$ cat src/rtl/hsem_pkg.sv
package hsem_pkg;
  localparam int SEM_FLAGS = 8;
  localparam int SEM_DW    = 9;

  // Decoded per-port operation for one cycle
  typedef struct packed {
    logic wr;    // flag write this cycle
    logic rd;    // flag read this cycle
    logic err;   // illegal select combination
    logic bit0;  // write data bit 0 (0 = take, 1 = give up)
  } sem_op_t;
endpackage

$ cat src/rtl/hsem_port_dec.sv
module hsem_port_dec
  import hsem_pkg::*;
#(
  parameter int DW = 9
) (
  input  logic          mem_en_n,
  input  logic          flag_en_n,
  input  logic          wr_n,
  input  logic          rd_en_n,
  input  logic [DW-1:0] wdata,
  output sem_op_t       op
);
  logic legal_sel;

  always_comb begin
    legal_sel = ~flag_en_n & mem_en_n;
    op.wr     = legal_sel & ~wr_n;
    op.rd     = legal_sel & wr_n & ~rd_en_n;
    op.err    = ~flag_en_n & ~mem_en_n;
    op.bit0   = wdata[0];
  end
endmodule

$ cat src/rtl/hsem_flag_cell.sv
module hsem_flag_cell (
  input  logic clk,
  input  logic rst,
  input  logic l_take,
  input  logic l_drop,
  input  logic r_take,
  input  logic r_drop,
  output logic l_owns,
  output logic r_owns
);
  logic l_wait, r_wait;
  logic l_keep, r_keep, l_want, r_want, is_free, l_grant, r_grant;

  always_comb begin
    l_keep  = l_owns & ~l_drop;
    r_keep  = r_owns & ~r_drop;
    l_want  = (l_wait | l_take) & ~l_drop & ~l_owns;
    r_want  = (r_wait | r_take) & ~r_drop & ~r_owns;
    is_free = ~l_keep & ~r_keep;
    l_grant = is_free & l_want;
    r_grant = is_free & r_want & ~l_want;   // left wins a tie
  end

  always_ff @(posedge clk) begin
    if (rst) begin
      l_owns <= 1'b0;
      r_owns <= 1'b0;
      l_wait <= 1'b0;
      r_wait <= 1'b0;
    end else begin
      l_owns <= l_keep | l_grant;
      r_owns <= r_keep | r_grant;
      l_wait <= l_want & ~l_grant;
      r_wait <= r_want & ~r_grant;
    end
  end

  AST_NO_DUAL_OWNER: assert property (@(posedge clk) disable iff (rst)
    !(l_owns && r_owns));
  AST_HANDOFF_TO_RIGHT: assert property (@(posedge clk) disable iff (rst)
    (l_owns && r_wait && l_drop && !r_drop) |=> r_owns);
  AST_HANDOFF_TO_LEFT: assert property (@(posedge clk) disable iff (rst)
    (r_owns && l_wait && r_drop && !l_drop) |=> l_owns);
  AST_TIE_LEFT_WINS: assert property (@(posedge clk) disable iff (rst)
    (!l_owns && !r_owns && !l_wait && !r_wait && l_take && r_take)
    |=> (l_owns && !r_owns));
endmodule

$ cat src/rtl/hsem_rd_port.sv
module hsem_rd_port
  import hsem_pkg::*;
#(
  parameter int NF = 8,
  parameter int DW = 9,
  localparam int AW = $clog2(NF)
) (
  input  logic          clk,
  input  logic          rst,
  input  sem_op_t       op,
  input  logic [AW-1:0] addr,
  input  logic [NF-1:0] owns,
  output logic [DW-1:0] rdata,
  output logic          rdata_oe,
  output logic          conflict
);
  always_ff @(posedge clk) begin
    if (rst) begin
      rdata    <= '1;
      rdata_oe <= 1'b0;
      conflict <= 1'b0;
    end else begin
      rdata_oe <= op.rd;
      conflict <= op.err;
      if (op.rd) rdata <= {DW{~owns[addr]}};
    end
  end
endmodule

$ cat src/rtl/hsem_pair.sv
module hsem_pair
  import hsem_pkg::*;
#(
  parameter int NUM_FLAGS = SEM_FLAGS,
  parameter int DATA_W    = SEM_DW,
  localparam int AW = $clog2(NUM_FLAGS)
) (
  input  logic              clk,
  input  logic              rst,
  input  logic              l_mem_en_n,
  input  logic              l_flag_en_n,
  input  logic              l_wr_n,
  input  logic              l_rd_en_n,
  input  logic [AW-1:0]     l_addr,
  input  logic [DATA_W-1:0] l_wdata,
  output logic [DATA_W-1:0] l_rdata,
  output logic              l_rdata_oe,
  output logic              l_conflict,
  input  logic              r_mem_en_n,
  input  logic              r_flag_en_n,
  input  logic              r_wr_n,
  input  logic              r_rd_en_n,
  input  logic [AW-1:0]     r_addr,
  input  logic [DATA_W-1:0] r_wdata,
  output logic [DATA_W-1:0] r_rdata,
  output logic              r_rdata_oe,
  output logic              r_conflict
);
  sem_op_t l_op, r_op;
  logic [NUM_FLAGS-1:0] l_owns, r_owns;

  hsem_port_dec #(.DW(DATA_W)) l_dec_i (
    .mem_en_n(l_mem_en_n), .flag_en_n(l_flag_en_n), .wr_n(l_wr_n),
    .rd_en_n(l_rd_en_n), .wdata(l_wdata), .op(l_op));

  hsem_port_dec #(.DW(DATA_W)) r_dec_i (
    .mem_en_n(r_mem_en_n), .flag_en_n(r_flag_en_n), .wr_n(r_wr_n),
    .rd_en_n(r_rd_en_n), .wdata(r_wdata), .op(r_op));

  for (genvar i = 0; i < NUM_FLAGS; i++) begin : g_flag
    logic l_hit, r_hit;
    assign l_hit = l_op.wr && (l_addr == AW'(i));
    assign r_hit = r_op.wr && (r_addr == AW'(i));
    hsem_flag_cell cell_i (
      .clk(clk), .rst(rst),
      .l_take(l_hit & ~l_op.bit0), .l_drop(l_hit & l_op.bit0),
      .r_take(r_hit & ~r_op.bit0), .r_drop(r_hit & r_op.bit0),
      .l_owns(l_owns[i]), .r_owns(r_owns[i]));
  end

  hsem_rd_port #(.NF(NUM_FLAGS), .DW(DATA_W)) l_rd_i (
    .clk(clk), .rst(rst), .op(l_op), .addr(l_addr), .owns(l_owns),
    .rdata(l_rdata), .rdata_oe(l_rdata_oe), .conflict(l_conflict));

  hsem_rd_port #(.NF(NUM_FLAGS), .DW(DATA_W)) r_rd_i (
    .clk(clk), .rst(rst), .op(r_op), .addr(r_addr), .owns(r_owns),
    .rdata(r_rdata), .rdata_oe(r_rdata_oe), .conflict(r_conflict));

  AST_ILLEGAL_LEFT: assert property (@(posedge clk) disable iff (rst)
    (!l_mem_en_n && !l_flag_en_n) |=> (l_conflict && !l_rdata_oe));
  AST_ILLEGAL_RIGHT: assert property (@(posedge clk) disable iff (rst)
    (!r_mem_en_n && !r_flag_en_n) |=> (r_conflict && !r_rdata_oe));
  AST_OE_IDLE_LEFT: assert property (@(posedge clk) disable iff (rst)
    (l_rd_en_n || l_flag_en_n) |=> !l_rdata_oe);
  AST_OE_IDLE_RIGHT: assert property (@(posedge clk) disable iff (rst)
    (r_rd_en_n || r_flag_en_n) |=> !r_rdata_oe);
endmodule

$ cat config.mk
export PLATFORM = sky130hd
export DESIGN_NAME = hsem_pair
export DESIGN_NICKNAME = d
export VERILOG_FILES = /design/src/rtl/hsem_pkg.sv /design/src/rtl/hsem_port_dec.sv /design/src/rtl/hsem_flag_cell.sv /design/src/rtl/hsem_rd_port.sv /design/src/rtl/hsem_pair.sv
export SDC_FILE = /design/constraint.sdc
export NUM_CORES = 1
export LEC_CHECK = 0
export ABC_CLOCK_PERIOD_IN_PS = 1500
export BUFFER_PORTS_ARGS = -buffer_cell sky130_fd_sc_hd__buf_2
export CELL_PAD_IN_SITES_DETAIL_PLACEMENT = 1
export CELL_PAD_IN_SITES_GLOBAL_PLACEMENT = 1
export CORE_UTILIZATION = 36
export CTS_BUF_LIST = sky130_fd_sc_hd__clkbuf_8
export DETAILED_ROUTE_END_ITERATION = 10
export PLACE_DENSITY_LB_ADDON = 0.2
export SYNTH_ARGS = -nofsm -noshare
export SYNTH_HDL_FRONTEND = slang
export SYNTH_SLANG_ARGS = --single-unit
$ cat constraint.sdc
create_clock -name clk -period 1.5 [get_ports clk]
set_input_delay 0.075 -clock clk [delete_from_list [all_inputs] [get_ports clk]]
set_output_delay 0.075 -clock clk [all_outputs]
set_load 0.02 [all_outputs]
After elaboration in Yosys (flattened, before gate mapping):

Index checks and enable logic that the tools add are counted.
W data, S select, Z words.

* order comparisons: 2
* equal/unequal tests: 14
* mux-type cells: 4
* bitwise logic cells: 254
* reduce and logical (&&, ||, !) cells: 18

Operators with widths (count)
* $and A1 B1 Y1: 138
* $not A1 Y1: 84
* $or A1 B1 Y1: 32
* $eq A3 B3 Y1 const B: 8
* $logic_and A1 B1 Y1: 16
* $eq A3 B2 Y1 const B: 4
* $lt A3 B4 Y1 const B: 2
* $bmux W1 S3: 2
* $eq A3 B1 Y1 const B: 2
* $logic_not A3 Y1: 2
* $mux W1: 2

* bits in registers: 38
* input port bits: 34
* word-level logic and storage cells: 330

Longest topological paths before layout:

* word-level depth: 13
* mapped depth: 6
* gate-level depth less buffers: 4

By module:

From an unflattened synthesis, not the netlist that was laid out.

* cells, all modules: 228
* area total of the unflattened synthesis: 1913.1 µm²

Modules (own cells, without submodules)
* hsem_flag_cell: instances 8, cells an instance 16, area each 146.4 µm², sequential area each 80.1 µm²
* hsem_rd_port: instances 2, cells an instance 21, area each 212.7 µm², sequential area each 60.1 µm²
* hsem_pair: instances 1, cells an instance 50, area each 254.0 µm², sequential area each 0.0 µm²
* hsem_port_dec: instances 2, cells an instance 4, area each 31.3 µm², sequential area each 0.0 µm²

Least setup slack after synthesis:

OpenSTA, ideal clock, no wires.

* kind: input to register
* start: in l_addr[2]
* end: reg g_flag[3].cell_i.r_wait
* data arrival time: 1452 ps
* path slack: -55 ps
* cell stages on the path: 4
* path buffers: 0
* cells stage by stage: nor4b_1 -> and3_1 -> mux2_2 -> a2111oi_2

* cells in the longest elaborated chain, start to end: 11
* elaborated cells between the ends (all ways): 16

Ends and longest elaborated chain
* start, declared: RTL line hsem_pair.sv:14 `input logic [AW-1:0] l_addr,`
* $eq A3 B2 Y1 (*): RTL line hsem_pair.sv:42 `assign l_hit = l_op.wr && (l_addr == AW'(i));`
* $logic_and A1 B1 Y1 (*): RTL line hsem_pair.sv:42
* $and A1 B1 Y1: RTL line hsem_pair.sv:46 `.l_take(l_hit & ~l_op.bit0), .l_drop(l_hit & l_op.bit0),`
* $not A1 Y1: RTL line hsem_flag_cell.sv:15, hsem_flag_cell.sv:17
* $and A1 B1 Y1: RTL line hsem_flag_cell.sv:15 `l_keep = l_owns & ~l_drop;`
* $not A1 Y1: RTL line hsem_flag_cell.sv:19 `is_free = ~l_keep & ~r_keep;`
* $and A1 B1 Y1: RTL line hsem_flag_cell.sv:19
* $and A1 B1 Y1: RTL line hsem_flag_cell.sv:21 `r_grant = is_free & r_want & ~l_want;`
* $and A1 B1 Y1 (*): RTL line hsem_flag_cell.sv:21
* $not A1 Y1 (*): RTL line hsem_flag_cell.sv:34 `r_wait <= r_want & ~r_grant;`
* $and A1 B1 Y1 (*): RTL line hsem_flag_cell.sv:34
* end signal, assigned: RTL line hsem_flag_cell.sv:34
* end, declared: RTL line hsem_flag_cell.sv:11 `logic l_wait, r_wait;`

Every way passes the cells marked *; elsewhere a longest branch is shown, timed or not.
A chain may end at the register's enable or synchronous reset.

Worst setup path in the final report:

* start: reg g_flag[6].cell_i.l_owns
* end: reg, netlist name l_rd_i.rdata[0]

* cells in the longest elaborated chain, start to end: 3

Ends and longest elaborated chain
* start, declared: RTL line hsem_flag_cell.sv:8 `output logic l_owns,`
* start signal, assigned: RTL line hsem_flag_cell.sv:31 `l_owns <= l_keep | l_grant;`
* $bmux W1 S3: RTL line hsem_rd_port.sv:25 `if (op.rd) rdata <= {DW{~owns[addr]}};`
* $mux W1 (not written as such): RTL line hsem_rd_port.sv:25
* $not A1 Y1: RTL line hsem_rd_port.sv:25

Every way passes these cells. The select of a mux whose other input is x is not followed.

==> flow_results.xml <==
<?xml version="1.0" encoding="UTF-8"?>
<metrics>
  <group name="floorplanning">
    <metric name="std_cell_rows" unit="">26</metric>
    <metric name="fp.dieW" unit="um">76.9</metric>
    <metric name="start_util" unit="%">38.3</metric>
    <metric name="die_h" unit="um">76.9</metric>
    <metric name="floorplan.die_area" unit="sq um">5920</metric>
    <metric name="core_area" unit="sq um">5270</metric>
    <metric name="num_io_pins" unit="">56</metric>
  </group>
  <group name="timing">
    <metric name="worst_margin_slew" unit="ps">574</metric>
    <metric name="finalHoldViolCount" unit="">0</metric>
    <metric name="relSlewSlack" unit="%">61.8</metric>
    <metric name="setup_slack" unit="ps">186</metric>
    <metric name="setup_viol" unit="">0</metric>
    <metric name="finalSetupTns" unit="ps">0</metric>
    <metric name="final_min_period_over_clock_period" unit="%">87.6</metric>
    <metric name="max_freq" unit="MHz">761</metric>
    <metric name="skew" unit="ps">8.00</metric>
    <metric name="finalMaxSlewViolations" unit="">0</metric>
    <metric name="period_needed" unit="ps">1310</metric>
    <metric name="rsz_0062_raised_after_global_routing" unit="">false</metric>
  </group>
  <group name="drt">
    <metric name="drt_pass_1_iters" unit="">4</metric>
    <metric name="iter_0_drt_violations" unit="">43</metric>
    <metric name="viasPerCell" unit="">5.35</metric>
    <metric name="finalWirelength" unit="mm">5.16</metric>
    <metric name="routedWlPerCell" unit="um">15.5</metric>
    <metric name="vias" unit="">1780</metric>
    <metric name="drtAntennaViolNets" unit="">0</metric>
    <metric name="drc_errors" unit="">0</metric>
  </group>
  <group name="setup_path">
    <metric name="worst-r2r-setup-slack" unit="ps">190</metric>
    <metric name="crit_path_end_kind" unit="">flop</metric>
    <metric name="arrival" unit="ps">1530</metric>
    <metric name="kind_of_critical_path" unit="">reg -&gt; reg</metric>
    <metric name="worst_r2r_startpoint" unit="">g_flag[6].cell_i.l_owns</metric>
    <metric name="worst-endpoint-required" unit="ps">1720</metric>
    <metric name="r2r_end" unit="">l_rd_i.rdata[0]</metric>
    <metric name="critical_path.startpoint" unit="">g_flag[6].cell_i.l_owns</metric>
    <metric name="critical_path_source_type" unit="">flop</metric>
    <metric name="path_max_fanout" unit="">4</metric>
    <metric name="reg2reg_depth" unit="">3</metric>
  </group>
  <group name="yosys">
    <metric name="synth.net_count" unit="">255</metric>
    <metric name="post_synth_num_cell_types" unit="">33</metric>
    <metric name="syn-instance-count" unit="">221</metric>
    <metric name="ys_seq_area_share" unit="%">37.6</metric>
    <metric name="ys.warnings.count" unit="">0</metric>
    <metric name="netlist_area" unit="sq um">2020</metric>
    <metric name="synth.avg_cell_area" unit="sq um">9.14</metric>
    <metric name="yosys_register_bits" unit="">38</metric>
  </group>
  <group name="final_layout">
    <metric name="layout-drive-gt1-share" unit="%">33.8</metric>
    <metric name="num-fill-cells" unit="">656</metric>
    <metric name="fin_nets" unit="">298</metric>
    <metric name="area.sequential" unit="sq um">761</metric>
    <metric name="final_std_cell_area_no_fill" unit="sq um">2400</metric>
    <metric name="insertedDiodeCount" unit="">0</metric>
    <metric name="syn2layout_area_growth" unit="%">18.9</metric>
    <metric name="post-route-util" unit="%">45.6</metric>
    <metric name="multiInputGateArea" unit="sq um">1090</metric>
    <metric name="instances_no_fill" unit="">333</metric>
  </group>
  <group name="global_route">
    <metric name="grt_antenna_before_repair" unit="">0</metric>
    <metric name="final_global_route_overflow_total" unit="">0</metric>
    <metric name="grt_pass1_wl" unit="mm">8.61</metric>
    <metric name="grt_usage" unit="%">18.6</metric>
    <metric name="grt_start_max_net_pins" unit="">31</metric>
    <metric name="first_global_vias" unit="">1857</metric>
  </group>
  <group name="hold_path">
    <metric name="cells_on_worst_hold_path" unit="">3</metric>
    <metric name="timing.hold.worst_endpoint" unit="">l_rd_i.conflict</metric>
    <metric name="holdCritStartpoint" unit="">l_flag_en_n</metric>
    <metric name="hold_path.class" unit="">in -&gt; reg</metric>
  </group>
  <group name="clock_network">
    <metric name="clock_tree.htree_level_count" unit="">2</metric>
    <metric name="clk-insertion-delay-late" unit="ps">290</metric>
    <metric name="tritoncts.num_buffers" unit="">5</metric>
    <metric name="clk_transition_reported_paths" unit="ps">70</metric>
    <metric name="cts_setup_buffers" unit="">0</metric>
    <metric name="cts.root.buffer_cell" unit="">sky130_fd_sc_hd__clkbuf_8</metric>
    <metric name="tritoncts" unit="">built</metric>
    <metric name="cts-root-to-sink-buffers" unit="">2</metric>
    <metric name="post_cts.resized_instances" unit="">0</metric>
    <metric name="postCtsHoldBufs" unit="">1</metric>
    <metric name="cts_num_sinks" unit="">38</metric>
  </group>
  <group name="pwr">
    <metric name="power.leakage" unit="nW">0.981</metric>
    <metric name="p_per_area" unit="nW/um^2">816</metric>
    <metric name="vdd.ir_drop.worst" unit="V">0.000419</metric>
  </group>
  <group name="place">
    <metric name="dpl.hpwl" unit="mm">3.86</metric>
    <metric name="placement.io_buffers" unit="">39</metric>
    <metric name="placedInstanceArea" unit="sq um">2310</metric>
    <metric name="place.gp.congestion" unit="">0.732</metric>
    <metric name="dp_cells" unit="">326</metric>
    <metric name="dp_slack" unit="ps">-86.9</metric>
  </group>
  <group name="flow_run">
    <metric name="max_cap_violations" unit="">0</metric>
  </group>
  <group name="outcome">
    <metric name="outcome" unit="">finished, final reports clean</metric>
  </group>
</metrics>
==> worst max-delay path: stages (launching register included) <==
cell and delay, ps:
sky130_fd_sc_hd__dfxtp_1 350, sky130_fd_sc_hd__mux4_2 480, sky130_fd_sc_hd__mux2_2 280, sky130_fd_sc_hd__o21ai_0 120
==> layout by cell type, fill, tap and decap left out, types with 2 or more instances in the layout <==
cell | Yosys | routed
sky130_fd_sc_hd__a21oi_1 | 8 | 8
sky130_fd_sc_hd__a31o_2 | 2 | 2
sky130_fd_sc_hd__and3_1 | 2 | 2
sky130_fd_sc_hd__buf_2 | 0 | 39
sky130_fd_sc_hd__buf_4 | 16 | 22
sky130_fd_sc_hd__clkbuf_8 | 0 | 6
sky130_fd_sc_hd__dfxtp_1 | 38 | 38
sky130_fd_sc_hd__inv_1 | 4 | 4
sky130_fd_sc_hd__mux2_2 | 8 | 8
sky130_fd_sc_hd__mux2i_1 | 15 | 15
sky130_fd_sc_hd__mux4_2 | 4 | 4
sky130_fd_sc_hd__nand2_1 | 14 | 14
sky130_fd_sc_hd__nand2b_1 | 5 | 5
sky130_fd_sc_hd__nand4bb_1 | 4 | 4
sky130_fd_sc_hd__nor2_1 | 25 | 25
sky130_fd_sc_hd__nor2b_1 | 4 | 4
sky130_fd_sc_hd__nor3_1 | 18 | 18
sky130_fd_sc_hd__nor4_1 | 10 | 10
sky130_fd_sc_hd__nor4b_1 | 3 | 2
sky130_fd_sc_hd__nor4bb_1 | 2 | 2
sky130_fd_sc_hd__o21ai_0 | 6 | 6
sky130_fd_sc_hd__o31ai_1 | 7 | 7
sky130_fd_sc_hd__o32ai_1 | 3 | 3
sky130_fd_sc_hd__o41ai_1 | 3 | 3
sky130_fd_sc_hd__or2_2 | 3 | 3
==> layer usage <==
layer	vias to the layer above	GRT usage [%]	share of wire, %
met5	-	0	0
met1	866	22.5	46
met2	24	32.7	50
met3	8	3.93	2.9
li1	882	-	-
met4	0	5.38	1.3
==> cells in the mapped netlist <==
library cell | instances | area share, %
sky130_fd_sc_hd__dfxtp_1 | 38 | 38
sky130_fd_sc_hd__nor2_1 | 25 | 4.6
sky130_fd_sc_hd__nor3_1 | 18 | 4.5
sky130_fd_sc_hd__buf_4 | 16 | 5.9
sky130_fd_sc_hd__mux2i_1 | 15 | 7.4
sky130_fd_sc_hd__nand2_1 | 14 | 2.6
sky130_fd_sc_hd__nor4_1 | 10 | 3.1
sky130_fd_sc_hd__a21oi_1 | 8 | 2.0
sky130_fd_sc_hd__clkbuf_1 | 8 | 1.5
sky130_fd_sc_hd__mux2_2 | 8 | 4.5
sky130_fd_sc_hd__o31ai_1 | 7 | 2.6
sky130_fd_sc_hd__o21ai_0 | 6 | 1.5
sky130_fd_sc_hd__nand2b_1 | 5 | 1.5
sky130_fd_sc_hd__inv_1 | 4 | 0.74
sky130_fd_sc_hd__mux4_2 | 4 | 4.5
sky130_fd_sc_hd__nand4bb_1 | 4 | 2.2
sky130_fd_sc_hd__nor2b_1 | 4 | 1.2
sky130_fd_sc_hd__nor4b_1 | 3 | 1.3
sky130_fd_sc_hd__o32ai_1 | 3 | 1.3
sky130_fd_sc_hd__o41ai_1 | 3 | 1.3
sky130_fd_sc_hd__or2_2 | 3 | 0.93
sky130_fd_sc_hd__a31o_2 | 2 | 0.87
sky130_fd_sc_hd__and3_1 | 2 | 0.62
sky130_fd_sc_hd__nor4bb_1 | 2 | 0.99
sky130_fd_sc_hd__a2111oi_2 | 1 | 0.74
sky130_fd_sc_hd__and4bb_2 | 1 | 0.62
sky130_fd_sc_hd__buf_1 | 1 | 0.19
sky130_fd_sc_hd__buf_6 | 1 | 0.56
sky130_fd_sc_hd__nor3b_1 | 1 | 0.37
sky130_fd_sc_hd__o211a_1 | 1 | 0.50
sky130_fd_sc_hd__o31a_1 | 1 | 0.43
sky130_fd_sc_hd__or3_4 | 1 | 0.56
sky130_fd_sc_hd__or4b_4 | 1 | 0.68
==> worst max-delay path by stage <==
stage | slack, ps | endpoint | cells past startpoint
2_1_floorplan | 50 | g_flag[3].cell_i.r_wait | 4
3_3_place_gp | -40 | g_flag[3].cell_i.r_wait | 5
3_5_place_dp | -90 | g_flag[3].cell_i.r_wait | 5
4_1_cts | 180 | l_rd_i.rdata[0] | 3
5_1_grt | 90 | l_rd_i.rdata[0] | 3
6_report | 190 | l_rd_i.rdata[0] | 3
==> power breakdown <==
part	internal, W	switching [W]
registers	0.00102	0.00000738
clock network	0.000355	0.000349
logic	0.0000923	0.000141
total	0.00146	0.000497
==> stage by stage <==
stage,hold slack (ps),total power (W)
after floorplan,152,0.00119
after global routing,105,0.00204
after detailed placement,288,0.00128
after global placement,279,0.00127
after CTS,75.1,0.00199
final,84.9,0.00196
==> cells by family (layout without fill, tap and decap cells) <==
family                 after synthesis  in the layout  synth area share (%)
and+or+nand+nor                     94             94                  25.9
AOI/OAI and AO/OA                   32             32                  11.2
muxes                               27             27                  16.3
buffers and inverters               30             72                  8.92
DFF                                 38             38                  37.6
==> sequential cells by signal, indices dropped and copies added, names as in the netlist <==
register,count
l_rd_i.rdata_oe,1
g_flag.cell_i.r_wait,8
l_rd_i.conflict,1
l_rd_i.rdata,1
r_rd_i.rdata_oe,1
g_flag.cell_i.l_owns,8
g_flag.cell_i.r_owns,8
r_rd_i.rdata,1
g_flag.cell_i.l_wait,8
r_rd_i.conflict,1
==> layout make-up <==
cell class	instances	area share (%)
well taps	70	3.65
flip-flops and latches	38	31.7
repair buffers	62	15.4
clock buffers	6	3.44
inverters	4	0.625
multi-input cells	153	45.2
Power figures use the tool's default switching activity.
